### src/rtl/spi_ms_pkg.sv
package spi_ms_pkg;

   typedef enum logic {
      MODE_00 = 1'b0,
      MODE_11 = 1'b1
   } spi_mode_e;

   typedef struct packed {
      logic fall;
      logic rise;
   } edge_t;

endpackage

### src/rtl/spi_ms_sync.sv
module spi_ms_sync #(
   parameter int W      = 4,
   parameter int STAGES = 2
) (
   input  logic         clk,
   input  logic         rst_n,
   input  logic [W-1:0] d,
   output logic [W-1:0] q
);
   logic [W-1:0] stg_q [STAGES];

   always_ff @(posedge clk or negedge rst_n) begin
      if (!rst_n) begin
         for (int i = 0; i < STAGES; i++) stg_q[i] <= '0;
      end else begin
         stg_q[0] <= d;
         for (int i = 1; i < STAGES; i++) stg_q[i] <= stg_q[i-1];
      end
   end

   assign q = stg_q[STAGES-1];
endmodule

### src/rtl/spi_ms_frame.sv
module spi_ms_frame
   import spi_ms_pkg::*;
#(
   parameter int DW = 8
) (
   input  logic          clk,
   input  logic          rst_n,
   input  edge_t         cs_ev,
   input  logic          sck_rise,
   input  logic          sck_lvl,
   input  logic          si_lvl,
   output logic          active,
   output spi_mode_e     mode,
   output logic          bit_zero,
   output logic          any_byte,
   output logic          multi_byte,
   output logic [DW-1:0] rx_byte,
   output logic          instr_stb,
   output logic          data_stb
);
   localparam int BW = $clog2(DW);
   localparam logic [BW-1:0] LAST_BIT = BW'(DW - 1);

   logic [BW-1:0] bit_q;
   logic [1:0]    byte_q;
   logic [DW-1:0] sh_q;
   logic [DW-1:0] next_sh;

   assign next_sh = {sh_q[DW-2:0], si_lvl};

   always_ff @(posedge clk or negedge rst_n) begin
      if (!rst_n) begin
         active    <= 1'b0;
         mode      <= MODE_00;
         bit_q     <= '0;
         byte_q    <= '0;
         sh_q      <= '0;
         rx_byte   <= '0;
         instr_stb <= 1'b0;
         data_stb  <= 1'b0;
      end else begin
         instr_stb <= 1'b0;
         data_stb  <= 1'b0;
         if (cs_ev.fall) begin
            active <= 1'b1;
            mode   <= spi_mode_e'(sck_lvl);
            bit_q  <= '0;
            byte_q <= '0;
         end else if (cs_ev.rise) begin
            active <= 1'b0;
         end else if (active && sck_rise) begin
            sh_q <= next_sh;
            if (bit_q == LAST_BIT) begin
               bit_q   <= '0;
               rx_byte <= next_sh;
               if (byte_q == 2'd0) instr_stb <= 1'b1;
               else                data_stb  <= 1'b1;
               if (byte_q != 2'd3) byte_q <= byte_q + 2'd1;
            end else begin
               bit_q <= bit_q + 1'b1;
            end
         end
      end
   end

   assign bit_zero   = (bit_q == '0);
   assign any_byte   = (byte_q != 2'd0);
   assign multi_byte = (byte_q >= 2'd2);
endmodule

### src/rtl/spi_ms_tx.sv
module spi_ms_tx #(
   parameter int DW = 8
) (
   input  logic          clk,
   input  logic          rst_n,
   input  logic          active,
   input  logic          cs_fall,
   input  logic          sck_fall,
   input  logic          bit_zero,
   input  logic          any_byte,
   input  logic [DW-1:0] rd_data,
   output logic          so
);
   logic [DW-1:0] sh_q;

   always_ff @(posedge clk or negedge rst_n) begin
      if (!rst_n) begin
         sh_q <= '0;
      end else if (cs_fall) begin
         sh_q <= '0;
      end else if (active && sck_fall) begin
         if (bit_zero) begin
            if (any_byte) sh_q <= rd_data;
         end else begin
            sh_q <= {sh_q[DW-2:0], 1'b0};
         end
      end
   end

   assign so = sh_q[DW-1];
endmodule

### src/rtl/spi_ms_prog.sv
module spi_ms_prog #(
   parameter int             DW         = 8,
   parameter logic [DW-1:0]  WR_MEM_OP  = 8'h02,
   parameter logic [DW-1:0]  WR_STAT_OP = 8'h01
) (
   input  logic          clk,
   input  logic          rst_n,
   input  logic          cs_fall,
   input  logic          cs_rise,
   input  logic          active,
   input  logic          instr_stb,
   input  logic [DW-1:0] rx_byte,
   input  logic          bit_zero,
   input  logic          multi_byte,
   input  logic          wp_en,
   input  logic          wpz_lvl,
   input  logic          prog_done,
   output logic          prog_start,
   output logic          busy
);
   logic arm_q;
   logic op_ok;
   logic stat_locked;

   assign stat_locked = wp_en && !wpz_lvl;
   assign op_ok = !busy &&
                  ((rx_byte == WR_MEM_OP) ||
                   ((rx_byte == WR_STAT_OP) && !stat_locked));

   always_ff @(posedge clk or negedge rst_n) begin
      if (!rst_n) begin
         arm_q      <= 1'b0;
         prog_start <= 1'b0;
         busy       <= 1'b0;
      end else begin
         prog_start <= 1'b0;
         if (cs_fall)        arm_q <= 1'b0;
         else if (instr_stb) arm_q <= op_ok;
         if (cs_rise && active && arm_q && bit_zero && multi_byte) begin
            prog_start <= 1'b1;
            busy       <= 1'b1;
            arm_q      <= 1'b0;
         end else if (prog_done) begin
            busy <= 1'b0;
         end
      end
   end
endmodule

### src/rtl/spi_mode_slave.sv
module spi_mode_slave
   import spi_ms_pkg::*;
#(
   parameter int            DW          = 8,
   parameter int            SYNC_STAGES = 2,
   parameter logic [DW-1:0] WR_MEM_OP   = 8'h02,
   parameter logic [DW-1:0] WR_STAT_OP  = 8'h01
) (
   input  logic          clk,
   input  logic          rst_n,
   input  logic          csz,
   input  logic          sck,
   input  logic          si,
   input  logic          wpz,
   input  logic          wp_en,
   output logic          so,
   output logic          so_oe,
   output logic          mode_o,
   output logic [DW-1:0] rx_byte,
   output logic          instr_stb,
   output logic          data_stb,
   input  logic [DW-1:0] rd_data,
   input  logic          prog_done,
   output logic          prog_start,
   output logic          busy
);
   localparam int NPIN = 4;

   if (SYNC_STAGES < 2) begin : g_bad_sync
      $error("SYNC_STAGES must be at least 2");
   end
   if (DW < 2) begin : g_bad_dw
      $error("DW must be at least 2");
   end
   if (WR_MEM_OP == WR_STAT_OP) begin : g_bad_ops
      $error("write opcodes must differ");
   end

   logic [NPIN-1:0] pin_s;
   logic            cs_l, sck_l, si_l, wpz_l;
   logic            cs_prev_q, sck_prev_q;
   edge_t           cs_ev;
   logic            sck_rise, sck_fall;
   logic            act_w, bit_zero_w, any_byte_w, multi_w;
   spi_mode_e       mode_w;

   spi_ms_sync #(.W(NPIN), .STAGES(SYNC_STAGES)) u_sync (
      .clk   (clk),
      .rst_n (rst_n),
      .d     ({wpz, si, sck, csz}),
      .q     (pin_s)
   );

   assign {wpz_l, si_l, sck_l, cs_l} = pin_s;

   always_ff @(posedge clk or negedge rst_n) begin
      if (!rst_n) begin
         cs_prev_q  <= 1'b0;
         sck_prev_q <= 1'b0;
      end else begin
         cs_prev_q  <= cs_l;
         sck_prev_q <= sck_l;
      end
   end

   assign cs_ev.fall = cs_prev_q & ~cs_l;
   assign cs_ev.rise = ~cs_prev_q & cs_l;
   assign sck_rise   = ~sck_prev_q & sck_l;
   assign sck_fall   = sck_prev_q & ~sck_l;

   spi_ms_frame #(.DW(DW)) u_frame (
      .clk        (clk),
      .rst_n      (rst_n),
      .cs_ev      (cs_ev),
      .sck_rise   (sck_rise),
      .sck_lvl    (sck_l),
      .si_lvl     (si_l),
      .active     (act_w),
      .mode       (mode_w),
      .bit_zero   (bit_zero_w),
      .any_byte   (any_byte_w),
      .multi_byte (multi_w),
      .rx_byte    (rx_byte),
      .instr_stb  (instr_stb),
      .data_stb   (data_stb)
   );

   spi_ms_tx #(.DW(DW)) u_tx (
      .clk      (clk),
      .rst_n    (rst_n),
      .active   (act_w),
      .cs_fall  (cs_ev.fall),
      .sck_fall (sck_fall),
      .bit_zero (bit_zero_w),
      .any_byte (any_byte_w),
      .rd_data  (rd_data),
      .so       (so)
   );

   spi_ms_prog #(.DW(DW), .WR_MEM_OP(WR_MEM_OP), .WR_STAT_OP(WR_STAT_OP)) u_prog (
      .clk        (clk),
      .rst_n      (rst_n),
      .cs_fall    (cs_ev.fall),
      .cs_rise    (cs_ev.rise),
      .active     (act_w),
      .instr_stb  (instr_stb),
      .rx_byte    (rx_byte),
      .bit_zero   (bit_zero_w),
      .multi_byte (multi_w),
      .wp_en      (wp_en),
      .wpz_lvl    (wpz_l),
      .prog_done  (prog_done),
      .prog_start (prog_start),
      .busy       (busy)
   );

   assign mode_o = (mode_w == MODE_11);
   assign so_oe  = act_w & ~csz;
endmodule

### config.mk
export PLATFORM = sky130hd
export DESIGN_NAME = spi_mode_slave
export DESIGN_NICKNAME = d
export VERILOG_FILES = /design/src/rtl/spi_ms_pkg.sv /design/src/rtl/spi_ms_sync.sv /design/src/rtl/spi_ms_frame.sv /design/src/rtl/spi_ms_tx.sv /design/src/rtl/spi_ms_prog.sv /design/src/rtl/spi_mode_slave.sv
export SDC_FILE = /design/constraint.sdc
export NUM_CORES = 1
export LEC_CHECK = 0
export BUFFER_PORTS_ARGS = -buffer_cell sky130_fd_sc_hd__buf_2
export CAP_MARGIN = 25
export CORE_MARGIN = 2
export CORE_UTILIZATION = 36
export DETAILED_ROUTE_END_ITERATION = 8
export HOLD_SLACK_MARGIN = 0.1
export SYNTH_ARGS = -nofsm -noshare
export SYNTH_HDL_FRONTEND = slang
export SYNTH_HIERARCHICAL = 1
export SYNTH_SLANG_ARGS = --single-unit
### constraint.sdc
create_clock -name clk -period 2.46 [get_ports clk]
set_input_delay 0.615 -clock clk [delete_from_list [all_inputs] [get_ports clk]]
set_output_delay 0.615 -clock clk [all_outputs]
set_load 0.1 [all_outputs]
## Word level (Yosys, flattened, before mapping)

Cells that the tools add are included.

- Flip-flop bits (word level): 45
- Output and inout port bits: 15

- Reduce and logical (&&, ||, !) cells: 28
- Equal/unequal tests: 6
- Muxes and demuxes: 31
- Order comparisons: 1
- Bitwise operators: 12
- Add/sub/neg operators: 2

Operators by type and width:

| operator | count |
|---|---|
| 8-bit two-way mux | 4 |
| 1-bit two-way mux | 18 |
| 2-bit nonzero test | 7 |
| 3-bit two-way mux | 4 |
| 2-bit two-way mux | 5 |
| 1-bit logical AND | 9 |
| 8-bit by 1-bit == test with 1-bit output, second input constant | 1 |
| 8-bit by 2-bit == test with 1-bit output, second input constant | 1 |
| 4-bit AND reduction | 2 |
| 1-bit inverter | 7 |
| 1-bit AND | 5 |
| 2-bit AND reduction | 2 |
| 3-bit by 1-bit adder with 3-bit output, second input constant | 1 |
| 3-bit == test, second input constant | 1 |
| 1-bit zero test | 3 |
| 3-bit zero test | 1 |
| 3-bit by 2-bit != test with 1-bit output, second input constant | 1 |
| 3-bit AND reduction | 1 |
| 3-bit nonzero test | 1 |
| 2-bit by 1-bit adder with 2-bit output, second input constant | 1 |
| 2-bit greater-or-equal comparator, second input constant | 1 |
| 2-bit zero test | 1 |
| 2-bit by 1-bit != test with 1-bit output, second input constant | 1 |
| 2-bit != test, second input constant | 1 |
| 1-bit logical OR | 1 |

## Logic depth before layout (Yosys ltp)

Gate-level depths: netlist (run 1).

- Depth in word-level cells: 9
- Mapped depth: 9

## Modules after synthesis

Netlist (run 1), hierarchy kept.

By module, submodules not included:

| module | times used | sequential area each (µm²) | cells an instance | area an instance (µm²) |
|---|---|---|---|---|
| spi_ms_frame | 1 | 600.6 | 77 | 1,072.3 |
| spi_ms_tx | 1 | 200.2 | 40 | 486.7 |
| spi_ms_sync | 1 | 200.2 | 12 | 230.2 |
| spi_ms_prog | 1 | 75.1 | 15 | 161.4 |
| spi_mode_slave | 1 | 50.0 | 7 | 91.3 |

## Least setup slack after synthesis (run 1)

Ideal clock, no wire load.

- Path kind: in2out
- From: input csz
- To: output so_oe
- Path buffers: 0
- Arrival time: 1.950 ns
- Path slack: -0.105 ns
- Required time: 1.845 ns
- Stages on the path: 1
- Path through: nor2b_1

- Word-level cells in the longest chain between the ends: 2

Ends and longest elaborated chain:

| what | line | RTL |
|---|---|---|
| start: declaration | spi_mode_slave.sv:11 | `input logic csz,` |
| 1-bit inverter | spi_mode_slave.sv:118 | `assign so_oe = act_w & ~csz;` |
| 1-bit AND | spi_mode_slave.sv:118 |  |
| end: declaration | spi_mode_slave.sv:17 | `output logic so_oe,` |

No other way between the ends.

## Worst setup path after layout (run 1)

- From: register u_frame.active
- To: output so_oe

- Word-level cells in the longest chain between the ends: 1

Ends and longest elaborated chain:

| what | line | RTL |
|---|---|---|
| start: declaration | spi_ms_frame.sv:12 | `output logic active,` |
| start signal: assignment | spi_ms_frame.sv:33 | `active <= 1'b0;` |
| start signal: assignment | spi_ms_frame.sv:45 | `active <= 1'b1;` |
| start signal: assignment | spi_ms_frame.sv:50 | `active <= 1'b0;` |
| 1-bit AND | spi_mode_slave.sv:118 |  |

No other way between the ends.

==> results of run 1 <==
==> sequential cells by signal (all words and copies together), names as in the netlist <==
| register | cells |
|---|---|
| u_tx/sh_q | 8 |
| cs_prev_q | 1 |
| u_frame/sh_q | 7 |
| u_frame/instr_stb | 1 |
| u_prog/busy | 1 |
| u_frame/bit_q | 3 |
| sck_prev_q | 1 |
| u_frame/rx_byte | 8 |
| u_frame/mode | 1 |
| u_frame/byte_q | 2 |
| u_prog/prog_start | 1 |
| u_frame/active | 1 |
| u_prog/arm_q | 1 |
| u_sync/q | 4 |
| u_sync/stg_q | 4 |
| u_frame/data_stb | 1 |
==> worst paths after layout <==
kind	startpoint	endpoint	slack, ps	cells past startpoint
min in group clk	u_sync/stg_q[7]$_DFF_PN0_	u_sync/q[3]$_DFF_PN0_	360	0
min reg2reg	u_sync/stg_q[7]$_DFF_PN0_	u_sync/q[3]$_DFF_PN0_	360	0
max in group asynchronous	rst_n	cs_prev_q$_DFF_PN0_	1960	2
max reg2reg	u_sync/q[0]$_DFF_PN0_	u_frame/rx_byte[6]$_DFFE_PN0P_	650	4
min	rst_n	u_sync/q[2]$_DFF_PN0_	290	2
max	u_frame/active$_DFFE_PN0P_	so_oe	530	2
==> power by group through the flow <==
stage               clock, mW  sequential, mW  combinational [mW]
floorplan                   0           0.887               0.174
finish                  0.491           0.858               0.246
global route            0.542           0.870               0.269
global placement            0           0.868               0.240
CTS                     0.513           0.859               0.250
detailed placement          0           0.874               0.250
==> per-stage QoR <==
stage | cells | hold slack (ps)
after floorplan | 151 | 319
after global placement | 245 | 333
after detailed placement | 245 | 337
after CTS | 253 | 285
after global routing | 253 | 297
final | 253 | 285
==> worst reg2reg max path: stages (launching register included) <==
cell      delay (ps)
dfrtp_1          390
and2b_2          220
nand3b_4         220
nor3b_4          470
mux2_2           400
==> cell families after synthesis <==
family	synth area share [%]
multiplexers	13.8
buffers and inverters	5.09
adder cells (fa/ha/maj)	4.29
AO/OA/AOI/OAI	9.93
AND/OR/NAND/NOR	11.8
flip-flops	55.1
==> cell usage after synthesis, types with 2 or more instances <==
master,number
nand2b_1,2
dfrtp_1,45
buf_6,3
nor2_1,4
buf_4,4
nand2_1,3
a21oi_1,10
buf_2,2
mux2_2,17
mux2i_1,9
nor2b_1,3
ha_1,7
and2b_2,4
and2_2,2
a211oi_2,7
inv_1,7
==> cell type report <==
cell class	instances	area [um2]	area share (%)
sequential	45	1130	48.2
multi-input combinational	89	815	34.9
timing repair buffer	32	178	7.61
clock buffer	7	96.3	4.12
tap	72	90.1	3.86
inverter	7	26.3	1.12
clock inverter	1	5.00	0.214
==> routing by layer <==
metal | global-route usage [%] | wire, um | vias up
li1 | - | - | 581
met4 | 4.14 | 27 | 0
met5 | 0 | 0 | -
met1 | 14.9 | 1540 | 615
met3 | 3.75 | 129 | 4
met2 | 21.7 | 1860 | 23
==> layout by cell type (no fill, tap or decap), types with 2 or more instances in the layout <==
master / Yosys / layout
clkbuf_8: 0 / 7
nand2b_1: 2 / 2
and2b_2: 4 / 4
a211oi_2: 7 / 7
dfrtp_1: 45 / 45
a21oi_1: 10 / 10
nor2_1: 4 / 4
mux2_2: 17 / 17
mux2i_1: 9 / 9
nor2b_1: 3 / 2
ha_1: 7 / 7
buf_2: 2 / 30
inv_1: 7 / 7
nand2_1: 3 / 3
and2_2: 2 / 2
==> impl_metrics.json, run 1 <==
{
  "status": "finished, final reports clean",
  "fp.dieW_um": 79.3,
  "yosysTopAreaCellShare_pct": 55.1,
  "sequentialPowerShare_pct": 53.8,
  "diodes": 0,
  "postRouteAntennaNets": 0,
  "synth-edff-count": 0,
  "clkSinkCount": 45,
  "core-area_um2": 5510,
  "fin_crit_sh_pct": 78.5,
  "via_per_inst": 4.83,
  "clock.fmax_ghz": 0.518,
  "globalRouteTotalUtil_pct": 12.5,
  "yosys_most_used_dff": "dfrtp_1",
  "postCtsSetupBuffers": 0,
  "place_area_um2": 2230,
  "grt_pass1_wl_um": 6100,
  "place.detailed.hpwl_um": 2540,
  "finClkSkew_ps": 5.74,
  "numPortBuffers": 30,
  "setup_viol": 0,
  "cts_tree": "yes",
  "htreeDepth": 2,
  "switchingPower_uw": 426,
  "ys_seq_area_share_pct": 55.1,
  "drc": 0,
  "post-route-min-period_ps": 1930,
  "slowest_delay_ps": 450,
  "synth_top_area_cell": "dfrtp_1",
  "hold_path_class": "in -> async",
  "fin_ws_ps": 529,
  "worst_slew_pin_slew_ps": 497,
  "syn_inst": 151,
  "final_nets": 203,
  "slew_headroom_pct": 66.9,
  "grt_start_max_net_pins": 46,
  "postLayoutCellArea_um2": 2340,
  "vias": 1223,
  "critPathLaunchType": "flip-flop",
  "fillers": 507,
  "clkTransAtPathRegs_ps": 80,
  "yosysUniqueCellTypes": 38,
  "hold_viol": 0,
  "final_util_pct": 42.4,
  "globalplace.congestion": 0.719,
  "crit_slowest_cell": "dfrtp_1",
  "rsz0062_at_grt": "false",
  "avgSynthCellArea_um2": 13.5,
  "worstPathArrival_ps": 1320,
  "dp_slack_ps": 605,
  "yosys_warnings": 6,
  "initial_core_util_pct": 37.1,
  "syn_area_um2": 2040,
  "cp_num_buf_inv": 1,
  "powerDensity_nw_per_um2": 682,
  "grt_pass1_vias": 1298,
  "cts_buffers": 5,
  "gr-total-overflow": 0,
  "end_kind": "output port",
  "synth-async-reset-ratio_pct": 100,
  "ir_worst_vdd_mv": 0.371,
  "path_max_fanout": 5,
  "ios": 31,
  "power.internal_mw": 1.17,
  "crit_chain": "nor2b_2, buf_2",
  "maxSlewViolCount": 0,
  "required_ps": 1850,
  "clk_latency_ps": 290,
  "layout-area-overhead-vs-synth_pct": 14.4,
  "cts-root-buf": "clkbuf_8",
  "maxCapViolCount": 0,
  "rows": 27,
  "p_clk_share_pct": 30.8,
  "cts_resized": 0,
  "max-clock-path-buffers": 2,
  "synth-seq-cells": 45,
  "synthTopCellsByArea": "dfrtp_1 55%, mux2_2 9.4%, mux2i_1 4.4%",
  "swShare_pct": 26.7,
  "p_leak_nw": 1.19,
  "antenna_found_initial": 0,
  "syn_nets": 174,
  "worst_path_dominant_cell_family": "flip-flops",
  "drt_wl_total_um": 3550,
  "path_class": "reg -> out",
  "wl_per_cell_um": 14.0,
  "combinationalPowerShare_pct": 15.4,
  "layout-drive-gt1-share_pct": 45.9,
  "setup_tns_ps": 0,
  "postCtsHoldBufs": 0,
  "drtIter0Drc": 24,
  "fp.dieH_um": 79.3,
  "die_area_um2": 6290,
  "first_pass_iters": 4,
  "p_total_mw": 1.59
}
Note: power is estimated with default switching activity, not from simulation.
==> run 2: changes to the inputs <==
- ABC_AREA: unset -> 1
- clock period: 2.46 -> 1.57 ns (I/O delays scaled with it)
==> run 2 against run 1 <==
Wire length rose by 2.8%. First-iteration DRC count rose to 3.5 times the previous value. Utilization rose by 2.5 points. Global-route usage rose by 0.15 points. Power rose by 72%. Final cell count rose by 35%. Sequential power rose by 62%. Worst setup slack got worse by 460 ps. Area after synthesis rose by 3.4%. Synthesized cell count rose by 53%. Largest cell class unchanged.
==> impl_metrics.json, run 2 <==
{
  "grt_start_max_net_pins": 46,
  "rr_worst_depth": 11,
  "synthAdderAreaFrac_pct": 4.15,
  "worstPathArrival_ps": 1110,
  "synth-edff-count": 0,
  "required_ps": 1180,
  "combinationalPowerShare_pct": 24.5,
  "swShare_pct": 32.7,
  "finClkSkew_ps": 4.37,
  "max-clock-path-buffers": 2,
  "cp_num_buf_inv": 2,
  "fp.dieH_um": 80.6,
  "yosysUniqueCellTypes": 22,
  "cts_buffers": 5,
  "synth-compound-area-share_pct": 7.11,
  "power.internal_mw": 1.85,
  "synthSimpleGateAreaFrac_pct": 26.1,
  "antenna_found_initial": 0,
  "powerDensity_nw_per_um2": 1100,
  "p_leak_nw": 1.37,
  "yosys-top-cells-count": "77 x nand2_1, 45 x dfrtp_1, 32 x inv_1",
  "clkTransAtPathRegs_ps": 80,
  "initial_core_util_pct": 37.9,
  "die_area_um2": 6490,
  "postRouteAntennaNets": 0,
  "ir_worst_vdd_mv": 0.359,
  "synth-seq-cells": 45,
  "fin_crit_sh_pct": 95.9,
  "worst_slew_pin_slew_ps": 486,
  "clk_latency_ps": 290,
  "synth_top_family_by_area": "simple AND/OR/NAND/NOR gates",
  "post-route-min-period_ps": 1510,
  "slowest_delay_ps": 440,
  "grt_pass1_vias": 1427,
  "drc": 0,
  "p_total_mw": 2.74,
  "hold_viol": 0,
  "worst_path_dominant_cell_family": "flip-flops",
  "drtIter0Drc": 85,
  "via_per_inst": 4.43,
  "htreeDepth": 2,
  "syn_inst": 231,
  "crit_cells": 3,
  "final_nets": 291,
  "first_pass_iters": 4,
  "clock.fmax_ghz": 0.664,
  "switchingPower_uw": 898,
  "ys_seq_area_share_pct": 53.3,
  "fp.dieW_um": 80.6,
  "path_max_fanout": 6,
  "place.detailed.hpwl_um": 2640,
  "reg.largest.list": "u_frame/rx_byte (8), u_tx/sh_q (8), u_frame/sh_q (7)",
  "slew_headroom_pct": 67.8,
  "ios": 31,
  "postLayoutCellArea_um2": 2500,
  "crit_chain": "inv_1, nor2_4, buf_12",
  "globalRouteTotalUtil_pct": 12.7,
  "cts_tree": "yes",
  "crit_slowest_cell": "dfrtp_1",
  "syn_area_um2": 2110,
  "core-area_um2": 5570,
  "drt_wl_total_um": 3650,
  "mostFrequentLayoutCell": "nand2_1",
  "maxSlewViolCount": 0,
  "rows": 27,
  "yosysTopAreaCellShare_pct": 53.3,
  "synthMuxAreaShare_pct": 0,
  "yosys_warnings": 6,
  "syn_nets": 254,
  "vias": 1511,
  "synth_most_common_cell": "nand2_1",
  "layout-area-overhead-vs-synth_pct": 18.6,
  "globalplace.congestion": 0.840,
  "rsz0062_at_grt": "false",
  "critPathLaunchType": "flip-flop",
  "whs_ps": 196,
  "final_cell_mix": "77 x nand2_1, 45 x dfrtp_1, 32 x inv_1",
  "maxCapViolCount": 0,
  "synthTopCellsByArea": "dfrtp_1 53%, nand2_1 14%, o21ai_2 6.6%",
  "path_class": "reg -> out",
  "sequentialPowerShare_pct": 50.7,
  "synth-xor-area-share_pct": 0,
  "end_kind": "output port",
  "clkSinkCount": 45,
  "cts-root-buf": "clkbuf_8",
  "gr-total-overflow": 0,
  "holdPathStages": 1,
  "synth-async-reset-ratio_pct": 100,
  "diodes": 0,
  "fillers": 566,
  "place_area_um2": 2390,
  "yosys_most_used_dff": "dfrtp_1",
  "grt_pass1_wl_um": 6300,
  "setup_viol": 0,
  "layout-drive-gt1-share_pct": 27.1,
  "setup_tns_ps": 0,
  "p_clk_share_pct": 24.8,
  "numPortBuffers": 30,
  "wl_per_cell_um": 10.7,
  "status": "finished, final reports clean",
  "synth_top_area_cell": "dfrtp_1",
  "hold_path_class": "in -> reg",
  "avgSynthCellArea_um2": 9.14
}
## run 2: changes by cell type after synthesis, sizes merged, moves of 9 or more
cell | previous run | this run
o21ai | 0 | 17
nand2 | 3 | 80
nor2 | 5 | 18
inv | 7 | 34
a21oi | 10 | 1
mux2i | 9 | 0
nand3 | 1 | 11
mux2 | 17 | 0
## run 2: worst register-to-register path, cell delays in order (launching register included)
cell and delay, ps:
dfrtp_1 400, inv_1 80, ha_1 140, inv_1 40, nor2_2 120, buf_12 140, inv_6 50, nor2_4 80
nand2_2 70, nand2_4 100, nand2_1 60, nand2_1 60
## run 2: stage by stage
stage / std cells / setup slack (ps) / utilization (%)
floorplan: 231 / 106 / -
global placement: 332 / 156 / 43.0
detailed placement: 332 / 126 / 43.0
CTS: 341 / 0.629 / 44.7
global route: 341 / 3.29 / 44.9
finish: 341 / 64.2 / 44.9
## run 2: path summary, 6_finish.rpt
| check | slack [ps] | to | startpoint |
|---|---|---|---|
| min in group asynchronous | 590 | u_frame/sh_q[2]$_DFFE_PN0P_ | rst_n |
| worst min-delay path | 200 | u_sync/stg_q[5]$_DFF_PN0_ | sck |
| worst max register to register | 160 | u_tx/sh_q[1]$_DFFE_PN0P_ | u_frame/bit_q[0]$_DFFE_PN0P_ |
| worst min register to register | 350 | u_sync/q[3]$_DFF_PN0_ | u_sync/stg_q[7]$_DFF_PN0_ |
| worst max-delay path | 60 | so_oe | u_frame/active$_DFFE_PN0P_ |
| max in group asynchronous | 760 | u_tx/sh_q[2]$_DFFE_PN0P_ | rst_n |
## run 2: area by class of cell
class,count,area [um2],area share (%)
Tap cell,72,90.1,3.60
Multi-Input combinational cell,145,801,32.0
Clock buffer,8,80.1,3.20
Inverter,34,133,5.30
Sequential cell,45,1130,45.0
Timing Repair Buffer,37,273,10.9
## run 2: routing by layer
metal / part of all wire (%) / GRT usage, %
met1: 46 / 16.3
met4: 2.4 / 6.61
met5: 0 / 0
met3: 3.8 / 3.03
met2: 48 / 19.8
## run 2: cells by family (layout without fill, tap and decap cells)
group           Yosys count  after routing
simple gates            120            120
flops                    45             45
buf+inv                  41             79
compound gates           18             18
fa+ha+maj                 7              7
## run 2: power groups by stage
stage	combinational, mW	sequential [mW]	clock, mW
floorplan	0.457	1.46	0
finish	0.673	1.39	0.680
global route	0.764	1.41	0.756
detailed placement	0.679	1.41	0
CTS	0.684	1.39	0.717
global placement	0.667	1.41	0
## run 2: timing repair
item	in CTS	in global routing
setup buffers	0	0
hold endpoints to repair	45	0
gates resized for setup	2	5
hold buffers	1	0
endpoints found under the setup margin	2	11
==> run 3: changes to the inputs <==
- CORE_ASPECT_RATIO: unset -> 0.8
==> run 3 against run 2 <==
Clock skew barely moved. Sequential power barely moved. Maximum frequency fell by 0.97%. Non-clock buffer count fell by 1. Combinational power barely moved. Register-to-register slack got worse by 40 ps. Power rose by 1.1%. Worst setup slack got worse by 15 ps. Critical endpoint is now rx_byte[1].
==> impl_metrics.json, run 3 (same netlist as run 2, synthesis figures left out) <==
{
  "cp_num_buf_inv": 1,
  "core-area_um2": 5560,
  "fp.dieW_um": 89.6,
  "reg.largest.list": "u_frame/rx_byte (8), u_tx/sh_q (8), u_frame/sh_q (7)",
  "first_pass_iters": 4,
  "final_cell_mix": "77 x nand2_1, 45 x dfrtp_1, 32 x inv_1",
  "sequentialPowerShare_pct": 50.0,
  "p_clk_share_pct": 25.9,
  "powerDensity_nw_per_um2": 1110,
  "initial_core_util_pct": 38.0,
  "globalplace.congestion": 0.727,
  "cts_tree": "yes",
  "switchingPower_uw": 903,
  "die_area_um2": 6500,
  "worstPathArrival_ps": 1130,
  "slowest_delay_ps": 440,
  "post-route-min-period_ps": 1520,
  "htreeDepth": 2,
  "postRouteAntennaNets": 0,
  "numPortBuffers": 30,
  "drtIter0Drc": 47,
  "place_area_um2": 2370,
  "slew_headroom_pct": 67.6,
  "p_total_mw": 2.78,
  "fin_crit_sh_pct": 96.9,
  "finClkSkew_ps": 4.84,
  "clk_latency_ps": 290,
  "setup_tns_ps": 0,
  "final_nets": 290,
  "gr-total-overflow": 0,
  "antenna_found_initial": 0,
  "clkSinkCount": 45,
  "max-clock-path-buffers": 2,
  "path_max_fanout": 4,
  "rsz0062_at_grt": "false",
  "diodes": 0,
  "p_leak_nw": 1.36,
  "end_kind": "output port",
  "ios": 31,
  "vias": 1459,
  "rows": 24,
  "cts_buffers": 5,
  "layout-drive-gt1-share_pct": 27.0,
  "fp.dieH_um": 72.5,
  "worst_slew_pin_slew_ps": 489,
  "setup_viol": 0,
  "clkTransAtPathRegs_ps": 80,
  "combinationalPowerShare_pct": 24.1,
  "crit_slowest_cell": "buf_2",
  "grt_pass1_vias": 1343,
  "postLayoutCellArea_um2": 2490,
  "maxCapViolCount": 0,
  "via_per_inst": 4.23,
  "place.detailed.hpwl_um": 2610,
  "clock.fmax_ghz": 0.658,
  "drt_wl_total_um": 3690,
  "drc": 0,
  "critPathLaunchType": "flip-flop",
  "crit_chain": "buf_2",
  "hold_viol": 0,
  "cts-root-buf": "clkbuf_8",
  "ir_worst_vdd_mv": 0.451,
  "status": "finished, final reports clean",
  "required_ps": 1180,
  "wl_per_cell_um": 10.7,
  "power.internal_mw": 1.87,
  "grt_start_max_net_pins": 46,
  "grt_pass1_wl_um": 6240,
  "worst_path_dominant_cell_family": "buffers and inverters",
  "mostFrequentLayoutCell": "nand2_1",
  "maxSlewViolCount": 0,
  "hold_path_class": "in -> reg",
  "path_class": "reg -> out",
  "layout-area-overhead-vs-synth_pct": 18.1,
  "globalRouteTotalUtil_pct": 12.7,
  "swShare_pct": 32.5
}
run 3: changes by cell type in the layout (fill, tap and decap cells not counted), sizes merged:
cell    previous run  this run
clkbuf            12         9
buf               32        33
run 3: worst register-to-register path, stage by stage, from the launching register on:
cell	delay (ps)
dfrtp_1	400
inv_1	90
ha_1	160
inv_1	40
nor2_1	100
buf_6	160
inv_6	60
nor2_4	90
nand2_2	70
nand2_4	100
nand2_1	60
nand2_1	70
run 3: metrics by stage:
step                      util (%)  setup WS, ps  std cells  hold WS, ps
final                         44.9          49.5        345          198
after CTS                     44.6          7.21        344          185
after global placement        42.7           164        336          331
after floorplan                  -           106        231         96.9
after detailed placement      42.7           120        336          337
after global routing          44.9         0.887        345          191
run 3: final timing paths:
kind                                             endpoint                           start  cells after the start  slack (ps)
max in group asynchronous  u_frame/rx_byte[7]$_DFFE_PN0P_                           rst_n                      3         760
hold / removal                  u_sync/stg_q[5]$_DFF_PN0_                             sck                      1         200
setup / recovery                               rx_byte[1]  u_frame/rx_byte[1]$_DFFE_PN0P_                      1          50
setup reg to reg                 u_tx/sh_q[4]$_DFFE_PN0P_    u_frame/bit_q[0]$_DFFE_PN0P_                     11         120
hold reg to reg                     u_sync/q[3]$_DFF_PN0_       u_sync/stg_q[7]$_DFF_PN0_                      0         350
min in group asynchronous  u_frame/rx_byte[2]$_DFFE_PN0P_                           rst_n                      3         600
run 3: routing by layer:
| layer | vias to the layer above | global-route usage, % | part of all wire, % |
|---|---|---|---|
| met1 | 648 | 18.2 | 52 |
| li1 | 782 | - | - |
| met4 | 0 | 5.47 | 1.5 |
| met5 | - | 0 | 0 |
| met2 | 24 | 17.4 | 41 |
| met3 | 5 | 3.98 | 5.0 |
run 3: what timing repair did:
item / 4_1_cts / 5_1_grt
hold buffers: 1 / 0
gates resized for setup: 2 / 3
buffers inserted: 0 / 1
endpoints found under the hold margin: 45 / 0
setup endpoints to repair: 2 / 3
run 3: power by group through the flow:
stage	Clock (mW)	Combinational (mW)	Sequential, mW
5_1_grt	0.794	0.766	1.41
3_3_place_gp	0	0.658	1.41
3_5_place_dp	0	0.661	1.41
4_1_cts	0.755	0.666	1.39
6_report	0.718	0.670	1.39
2_1_floorplan	0	0.457	1.46
run 3: layout make-up:
type                       count  area (um2)
clock buffer                   7        86.3
fill                         535        3060
inverter                      34         133
multi-input combinational    145         798
sequential                    45        1130
tap                           78        97.6
timing repair buffer          36         251
